**src/rtl/irq_bank.sv**
```systemverilog
module irq_bank #(
  parameter int NSRC = 3,
  parameter int DW   = 32,
  parameter int AW   = 8
) (
  input  logic            clk,
  input  logic            rst_n,
  input  logic            wr_en,
  input  logic            rd_en,
  input  logic [AW-1:0]   addr,
  input  logic [DW-1:0]   wdata,
  input  logic [NSRC-1:0] hw_set,
  output logic [DW-1:0]   rdata,
  output logic            irq
);
  localparam int PAD = DW - NSRC;
  localparam logic [AW-1:0] OFS_SEN = AW'(8'h00);
  localparam logic [AW-1:0] OFS_CEN = AW'(8'h04);
  localparam logic [AW-1:0] OFS_SST = AW'(8'h08);
  localparam logic [AW-1:0] OFS_CST = AW'(8'h0C);
  localparam logic [AW-1:0] OFS_MSK = AW'(8'h10);

  logic [NSRC-1:0] en_q, pend_q, masked, wbits;
  logic [NSRC-1:0] sen_m, cen_m, sst_m, cst_m;
  logic            irq_q;

  assign wbits = wdata[NSRC-1:0];
  assign sen_m = (wr_en && addr == OFS_SEN) ? wbits : '0;
  assign cen_m = (wr_en && addr == OFS_CEN) ? wbits : '0;
  assign sst_m = (wr_en && addr == OFS_SST) ? wbits : '0;
  assign cst_m = (wr_en && addr == OFS_CST) ? wbits : '0;
  assign masked = pend_q & en_q;

  always_ff @(posedge clk) begin
    if (!rst_n) begin
      en_q   <= '0;
      pend_q <= '0;
      irq_q  <= 1'b0;
    end else begin
      en_q   <= (en_q | sen_m) & ~cen_m;
      pend_q <= (pend_q & ~cst_m) | sst_m | hw_set;
      irq_q  <= |masked;
    end
  end

  always_comb begin
    rdata = '0;
    if (rd_en) begin
      case (addr)
        OFS_SEN, OFS_CEN: rdata = {{PAD{1'b0}}, en_q};
        OFS_SST, OFS_CST: rdata = {{PAD{1'b0}}, pend_q};
        OFS_MSK:          rdata = {{PAD{1'b0}}, masked};
        default:          rdata = '0;
      endcase
    end
  end

  assign irq = irq_q;
endmodule

```
**config.mk**
```make
export PLATFORM = sky130hd
export DESIGN_NAME = irq_bank
export DESIGN_NICKNAME = d
export VERILOG_FILES = /design/src/rtl/irq_bank.sv
export SDC_FILE = /design/constraint.sdc
export NUM_CORES = 1
export LEC_CHECK = 0
export ABC_CLOCK_PERIOD_IN_PS = 3150
export CAP_MARGIN = 15
export CORE_MARGIN = 10
export CORE_UTILIZATION = 29
export CTS_BUF_LIST = sky130_fd_sc_hd__clkbuf_16
export CTS_CLUSTER_DIAMETER = 120
export DETAILED_ROUTE_END_ITERATION = 16
export GPL_ROUTABILITY_DRIVEN = 0
export PLACE_DENSITY = 0.95
export SYNTH_ARGS = -nofsm -noshare
export SYNTH_HDL_FRONTEND = slang
export SYNTH_SLANG_ARGS = --single-unit
```
**constraint.sdc**
```tcl
create_clock -name clk -period 3.15 [get_ports clk]
set_input_delay 0.63 -clock clk [delete_from_list [all_inputs] [get_ports clk]]
set_output_delay 0.63 -clock clk [all_outputs]
set_load 0.01 [all_outputs]
```
==> results of run 1 <==
[cell type report]
type / count / share of cell area
repair buffers: 21 / 0.236
inverters: 2 / 0.00842
clock inverters: 1 / 0.00421
clock buffers: 3 / 0.0842
multi-input cells: 79 / 0.471
flip-flops and latches: 7 / 0.157
well taps: 28 / 0.0393
[final timing paths]
path	endpoint
hold reg to reg	en_q[0]$_SDFF_PN0_
setup reg to reg	irq$_SDFF_PN0_
setup / recovery	rdata[1]
hold / removal	en_q[0]$_SDFF_PN0_
[worst max-delay path, cell delays in order]
cell and delay [ps]:
clkdlybuf4s50_1 560, nor2b_1 250, nand2_1 80, a21oi_1 160, clkdlybuf4s50_1 560
[metrics by stage]
| stage | worst slack [ps] | instance area [µm²] | total power, mW |
|---|---|---|---|
| 4_1_cts | 285 | 892 | 0.373 |
| 3_3_place_gp | 322 | 813 | 0.154 |
| 3_5_place_dp | 285 | 813 | 0.155 |
| 2_1_floorplan | 1390 | 786 | 0.150 |
| 5_1_grt | 158 | 892 | 0.385 |
| 6_report | 277 | 892 | 0.369 |
[layer usage]
metal  vias to the layer above  share of wire  wire, µm
met5                         -              0         0
met4                         0          0.015        25
met3                         2           0.13       208
met2                        30           0.49       797
met1                       256           0.37       594
li1                        291              -         -
[flip-flops by register name, indices dropped and copies added (netlist names)]
register,cells
en_q,3
irq,1
pend_q,3
[kinds of logic (layout without fill, tap and decap cells)]
group | after synthesis | count (layout) | share of synthesized area
multiplexers | 3 | 3 | 0.0441
other | 1 | 29 | 0.00551
buffers and inverters | 31 | 27 | 0.331
AND/OR/NAND/NOR | 37 | 37 | 0.316
AO/OA/AOI/OAI | 10 | 10 | 0.0974
flip-flops | 7 | 7 | 0.206
[power by group through the flow]
stage	combinational (mW)	clock (mW)	sequential (mW)
global placement	0.0579	0	0.0961
CTS	0.0588	0.219	0.0948
floorplan	0.0548	0	0.0952
finish	0.0604	0.214	0.0948
global route	0.0668	0.222	0.0953
detailed placement	0.0588	0	0.0961
[synthesized netlist by cell type]
cell type and number:
nor4b_4 2, nor2_1 8, nand3_1 7, a221oi_1 3, and2_2 1, o21ai_0 3, nor4_1 1, conb_1 1
nand2b_1 1, a222oi_1 1, inv_1 2, a21oi_1 3, nand2_1 9, nor3_1 1, dfxtp_1 7, buf_4 29
mux2i_1 3, nor2b_1 7
==> results_dict.tcl, run 1 <==
set metrics [dict create \
    ys_seq_area_frac 0.206 \
    report.final.slew_viol_count 0 \
    met2_usage 0.109 \
    final_nets 161 \
    busiest_layer "met2" \
    io_buffers 21 \
    p_sw_mw 0.0856 \
    grt_overflow 0 \
    dieWidth_um 68.4 \
    layout_commonest_cell "conb_1" \
    syn_area_um2 681 \
    diodes 0 \
    instances_no_fill 141 \
    hp-start "en_q[0]$_SDFF_PN0_" \
    synth_area_leaders "buf_4, dfxtp_1, nor4b_4" \
    rrSetupSlack_ps 2310 \
    combPwrFrac 0.164 \
    syn_avg_cell_area_um2 7.65 \
    regArea_um2 140 \
    clock-root-buffer "clkbuf_16" \
    routed_wl_um 1630 \
    skew_ps 0.630 \
    worstSetupEndpointType "primary output" \
    hold_depth 2 \
    yosysTopAreaCell "buf_4" \
    multiInputGateArea_um2 420 \
    ys_types 18 \
    start_kind "primary input" \
    die_area_mm2 0.00468 \
    hold_ws_ps 479 \
    clk_latency_ps 230 \
    grt.total_usage 0.0671 \
    syn_inst 89 \
    ir_worst_vdd_mv 0.363 \
    area_delta_synth_final_pct 31.1 \
    hpwl_um 1460 \
    arrival_ps 2240 \
    io_pins 80 \
    p_leak_nw 0.390 \
    hp-class "reg2reg" \
    groute.layer.met1.usage 0.0699 \
    numCtsBuffers 3 \
    timing_worst_setup_path_type "in2out" \
    via_per_inst 4.11 \
    finalSetupViolCount 0 \
    cts_hold_buf 0 \
    drv_cap 0 \
    fin_util 0.399 \
    cp_max_fo 6 \
    clkPwrFrac 0.580 \
    rsz0062_at_grt "no" \
    core_mm2 0.00223 \
    drc 0 \
    ys_warn_count 0 \
    cts_sinks 7 \
    post_cts_resized 0 \
    drtIter0Drc 15 \
    cts_tree "built" \
    fmax_mhz 348 \
    period_needed_ps 2870 \
    path_clk_slew_ps 40 \
    row_count 17 \
    p_seq_frac 0.257 \
    outcome "completed" \
    nFillCells 240 \
    grt_util_met3 0.0310 \
    grt_start_max_net_pins 8 \
    drive_gt1_frac 0.0531 \
    timing.final.crit_share 0.912 \
    antenna_found_initial 0 \
    firstDrtPassIters 4 \
    vias 579 \
    tns_ps 0 \
    grt_pass1_vias 555 \
    routedWlPerCell_um 11.5 \
    antenna_left 0 \
    grt_pass1_wl_um 2400 \
    cp.required_ps 2520 \
    cp-startpoint "addr[3]" \
    ys_ff_latch 7 \
    swShare 0.232 \
    die_height_um 68.4 \
    final-hold-violation-count 0 \
    place_inst 137 \
    powerDensity_mw_per_mm2 414 \
    intPower_mw 0.284 \
    rr_worst_depth 2 \
    mostFrequentLayoutCells "conb_1, clkdlybuf4s50_1, nand2_1" \
    synth_top_area_frac 0.320 \
    h-tree-depth 1 \
    ctsLongestPathBuffers 2 \
    post-cts-setup-buffers 0 \
    timing.rr.start "pend_q[1]$_SDFF_PN0_" \
    initial_core_util 0.305 \
]
(Power assumes the default switching activity.)
==> run 2: changes to the inputs <==
--- a/config.mk
+++ b/config.mk
@@ -14,6 +14,7 @@
 export DETAILED_ROUTE_END_ITERATION = 16
 export GPL_ROUTABILITY_DRIVEN = 0
 export PLACE_DENSITY = 0.95
+export RECOVER_POWER = 50
 export SYNTH_ARGS = -nofsm -noshare
 export SYNTH_HDL_FRONTEND = slang
 export SYNTH_SLANG_ARGS = --single-unit
==> results_dict.tcl, run 2 (same netlist as run 1, synthesis figures left out) <==
set metrics [dict create \
    outcome "completed" \
    report.final.slew_viol_count 0 \
    via_per_inst 4.09 \
    path_clk_slew_ps 40 \
    critPathTopFamily "buffers and inverters" \
    cp_slowest_cell "clkdlybuf4s50_1" \
    vias 577 \
    power_mw 0.367 \
    whs_endpoint "en_q[0]$_SDFF_PN0_" \
    worst_pin_slew_ps 972 \
    grt_overflow 0 \
    relSlewSlack 0.343 \
    intPower_mw 0.282 \
    skew_ps 0.630 \
    finalSetupViolCount 0 \
    die_area_mm2 0.00468 \
    die_height_um 68.4 \
    clock-root-buffer "clkbuf_16" \
    area_delta_synth_final_pct 28.9 \
    arrival_ps 2250 \
    drtIter0Drc 13 \
    clk_latency_ps 230 \
    worstSetupEndpointType "primary output" \
    cts_sinks 7 \
    dieWidth_um 68.4 \
    cp.required_ps 2520 \
    io_pins 80 \
    layout_commonest_cell "conb_1" \
    cp_common_cell "clkdlybuf4s50_1" \
    antenna_found_initial 0 \
    slowest_delay_ps 560 \
    fmax_mhz 348 \
    firstDrtPassIters 4 \
    period_needed_ps 2880 \
    timing.final.crit_share 0.913 \
    start_kind "primary input" \
    grt_start_max_net_pins 8 \
    tns_ps 0 \
    grt_pass1_wl_um 2400 \
    post-cts-setup-buffers 0 \
    routed_wl_um 1640 \
    cts_tree "built" \
    combPwrFrac 0.158 \
    p_sw_mw 0.0847 \
    numCtsBuffers 3 \
    cts_hold_buf 0 \
    clkPwrFrac 0.583 \
    h-tree-depth 1 \
    drv_cap 0 \
    crit-reg2reg-capture "irq$_SDFF_PN0_" \
    p_seq_frac 0.258 \
    crit_buf_inv 2 \
    io_buffers 21 \
    grt.total_usage 0.0671 \
    hold_depth 2 \
    powerDensity_mw_per_mm2 419 \
    rr_worst_depth 2 \
    routedWlPerCell_um 11.6 \
    diodes 0 \
    drc 0 \
    final-hold-violation-count 0 \
    initial_core_util 0.305 \
    instances_no_fill 141 \
    hp-class "reg2reg" \
    mostFrequentLayoutCells "conb_1, clkdlybuf4s50_1, nand2_1" \
    antenna_left 0 \
    fin_util 0.393 \
    row_count 17 \
    rrSetupSlack_ps 2310 \
    p_leak_nw 0.387 \
    rsz0062_at_grt "no" \
    swShare 0.231 \
    hp-start "en_q[0]$_SDFF_PN0_" \
    timing.rr.start "pend_q[1]$_SDFF_PN0_" \
    post_cts_resized 0 \
    place_inst 137 \
    final_nets 161 \
    drive_gt1_frac 0.0442 \
    timing_worst_setup_path_type "in2out" \
    cp_max_fo 6 \
    ir_worst_vdd_mv 0.363 \
    path_cells "clkdlybuf4s50_1, nor2b_1, nand2_1, a21oi_1, clkdlybuf4s50_1" \
    ctsLongestPathBuffers 2 \
    core_mm2 0.00223 \
    hpwl_um 1460 \
    grt_pass1_vias 555 \
]
## run 2: worst max-delay path by stage
stage               startpoint       end  slack, ps  depth (start not counted)
finish                 addr[3]  rdata[1]        270                          5
global route           addr[3]  rdata[1]        160                          5
CTS                    addr[3]  rdata[1]        280                          5
detailed placement     addr[3]  rdata[1]        290                          5
global placement       addr[3]  rdata[0]        320                          5
floorplan              addr[5]  rdata[0]       1390                          3
## run 2: metrics by stage
step	setup WS, ps	instance area, µm²	hold WS [ps]
after floorplan	1390	786	446
after global placement	322	813	463
after detailed placement	285	813	474
after CTS	285	892	478
after global routing	158	877	506
final	273	877	479
## run 2: per-layer routing
metal	global-route usage	vias to the layer above	wire length [µm]
met1	0.0699	256	607
met5	0	-	0
met3	0.0310	2	206
li1	-	291	-
met2	0.109	28	803
met4	0.0377	0	25
## run 2: tightest hold or removal path, stage by stage (launching register included)
cell and delay (ps):
dfxtp_1 310, nand2_1 60, mux2i_1 60
## run 2: layout make-up
type,count,area (µm²)
inverter,2,7.51
tap,28,35.0
clock buffer,3,75.1
multi-input combinational,79,405
fill,242,1360
timing repair buffer,21,210
sequential,7,140
clock inverter,1,3.75
## run 2: power groups by stage
stage	clock network, mW	registers (mW)	logic, mW
floorplan	0	0.0952	0.0548
global placement	0	0.0961	0.0579
detailed placement	0	0.0961	0.0588
CTS	0.219	0.0948	0.0588
global route	0.222	0.0953	0.0647
finish	0.214	0.0948	0.0582
==> run 3: changes to the inputs <==
--- a/config.mk
+++ b/config.mk
@@ -5,15 +5,16 @@
 export SDC_FILE = /design/constraint.sdc
 export NUM_CORES = 1
 export LEC_CHECK = 0
-export ABC_CLOCK_PERIOD_IN_PS = 3150
+export ABC_CLOCK_PERIOD_IN_PS = 3000
 export CAP_MARGIN = 15
+export CORE_ASPECT_RATIO = 1.4
 export CORE_MARGIN = 10
-export CORE_UTILIZATION = 29
+export CORE_UTILIZATION = 27
 export CTS_BUF_LIST = sky130_fd_sc_hd__clkbuf_16
 export CTS_CLUSTER_DIAMETER = 120
 export DETAILED_ROUTE_END_ITERATION = 16
 export GPL_ROUTABILITY_DRIVEN = 0
-export PLACE_DENSITY = 0.95
+export PLACE_DENSITY = 0.92
 export RECOVER_POWER = 50
 export SYNTH_ARGS = -nofsm -noshare
 export SYNTH_HDL_FRONTEND = slang
==> constraint.sdc (replaced) <==
create_clock -name clk -period 3 [get_ports clk]
set_input_delay 0.6 -clock clk [delete_from_list [all_inputs] [get_ports clk]]
set_output_delay 0.6 -clock clk [all_outputs]
set_load 0.01 [all_outputs]
==> results_dict.tcl, run 3 (same netlist as run 1, synthesis figures left out) <==
set metrics [dict create \
    grt_util_met3 0.0365 \
    cp_max_fo 3 \
    p_sw_mw 0.0874 \
    place_inst 144 \
    dieWidth_um 62.4 \
    die_area_mm2 0.00496 \
    grt.total_usage 0.0740 \
    layout_commonest_cell "conb_1" \
    drv_cap 0 \
    diodes 0 \
    fmax_mhz 360 \
    antenna_found_initial 0 \
    mostFrequentLayoutCells "conb_1, clkdlybuf4s50_1, nand2_1" \
    hold_ws_ps 480 \
    combPwrFrac 0.164 \
    io_buffers 21 \
    cts_hold_buf 0 \
    worstSetupEndpointType "primary output" \
    hp-class "reg2reg" \
    numCtsBuffers 3 \
    drc 0 \
    core_mm2 0.00239 \
    clkPwrFrac 0.577 \
    met2_usage 0.138 \
    worst_pin_slew_ps 1060 \
    period_needed_ps 2780 \
    drtIter0Drc 9 \
    clock-root-buffer "clkbuf_16" \
    timing_worst_setup_path_type "in2out" \
    post-cts-setup-buffers 0 \
    rsz0062_at_grt "no" \
    final_nets 162 \
    post_cts_resized 0 \
    cts_tree "built" \
    ctsLongestPathBuffers 2 \
    antenna_left 0 \
    area_delta_synth_final_pct 31.1 \
    p_seq_frac 0.259 \
    slowest_delay_ps 560 \
    report.final.slew_viol_count 0 \
    cts_sinks 7 \
    die_height_um 79.4 \
    place_area_um2 828 \
    grt_pass1_vias 685 \
    vias 600 \
    row_count 21 \
    final-hold-violation-count 0 \
    finalSetupViolCount 0 \
    grt_pass1_wl_um 3020 \
    initial_core_util 0.285 \
    routedWlPerCell_um 12.1 \
    timing.final.crit_share 0.926 \
    firstDrtPassIters 4 \
    cp.required_ps 2400 \
    clk_latency_ps 230 \
    path_cells "dlygate4sd3_1, nor3_1, nand3_1, a21oi_1, clkdlybuf4s50_1" \
    h-tree-depth 1 \
    groute.layer.met1.usage 0.0635 \
    powerDensity_mw_per_mm2 431 \
    fin_util 0.373 \
    path_clk_slew_ps 30 \
    io_pins 80 \
    instances_no_fill 148 \
    outcome "completed" \
    routed_wl_um 1790 \
    intPower_mw 0.297 \
    swShare 0.227 \
    p_leak_nw 0.392 \
    start_kind "primary input" \
    hpwl_um 1580 \
    grt_overflow 0 \
    relSlewSlack 0.286 \
    arrival_ps 2180 \
    cp_slowest_cell "dlygate4sd3_1" \
    via_per_inst 4.05 \
    drive_gt1_frac 0.0526 \
    busiest_layer "met2" \
    design_area_um2 892 \
    nFillCells 264 \
    skew_ps 0.372 \
    grt_start_max_net_pins 8 \
    ir_worst_vdd_mv 0.301 \
    tns_ps 0 \
]
## run 3: cell count changes in the layout (fill, tap and decap cells not counted), sizes merged
cell  previous run  this run
buf              0         1
## run 3: worst paths after layout
path / slack, ps / from / cells past startpoint / endpoint
worst max-delay path: 220 / addr[6] / 5 / rdata[2]
worst min-delay path: 480 / en_q[2]$_SDFF_PN0_ / 2 / en_q[2]$_SDFF_PN0_
worst max register to register: 2100 / pend_q[1]$_SDFF_PN0_ / 2 / irq$_SDFF_PN0_
worst min register to register: 480 / en_q[2]$_SDFF_PN0_ / 2 / en_q[2]$_SDFF_PN0_
## run 3: area by class of cell
class / count / area (µm²) / share of cell area
Tap cell: 34 / 42.5 / 0.0477
Multi-Input combinational cell: 79 / 405 / 0.454
Clock buffer: 3 / 75.1 / 0.0842
Sequential cell: 7 / 140 / 0.157
Inverter: 2 / 7.51 / 0.00842
Clock inverter: 1 / 3.75 / 0.00421
Timing Repair Buffer: 22 / 218 / 0.244
## run 3: power groups by stage
stage	combinational (mW)	sequential, mW	clock (mW)
6_report	0.0629	0.0998	0.222
3_3_place_gp	0.0620	0.101	0
3_5_place_dp	0.0633	0.101	0
4_1_cts	0.0635	0.0998	0.225
2_1_floorplan	0.0576	0.100	0
5_1_grt	0.0702	0.100	0.230
## run 3: through the flow
step                power [mW]  setup slack [ps]
global route             0.401              78.5
finish                   0.385               221
detailed placement       0.164               236
global placement         0.163               247
floorplan                0.158              1300
CTS                      0.388               232
## run 3: routing by layer
layer,vias up,share of wire
li1,293,-
met1,268,0.38
met2,37,0.51
met3,2,0.097
met4,0,0.0073
met5,-,0
## run 3: worst max-delay path: cells and delay by family
kind | cells | cell delay [ps]
buffers and inverters | 2 | 1120
AND/OR/NAND/NOR | 2 | 300
AO/OA/AOI/OAI | 1 | 150
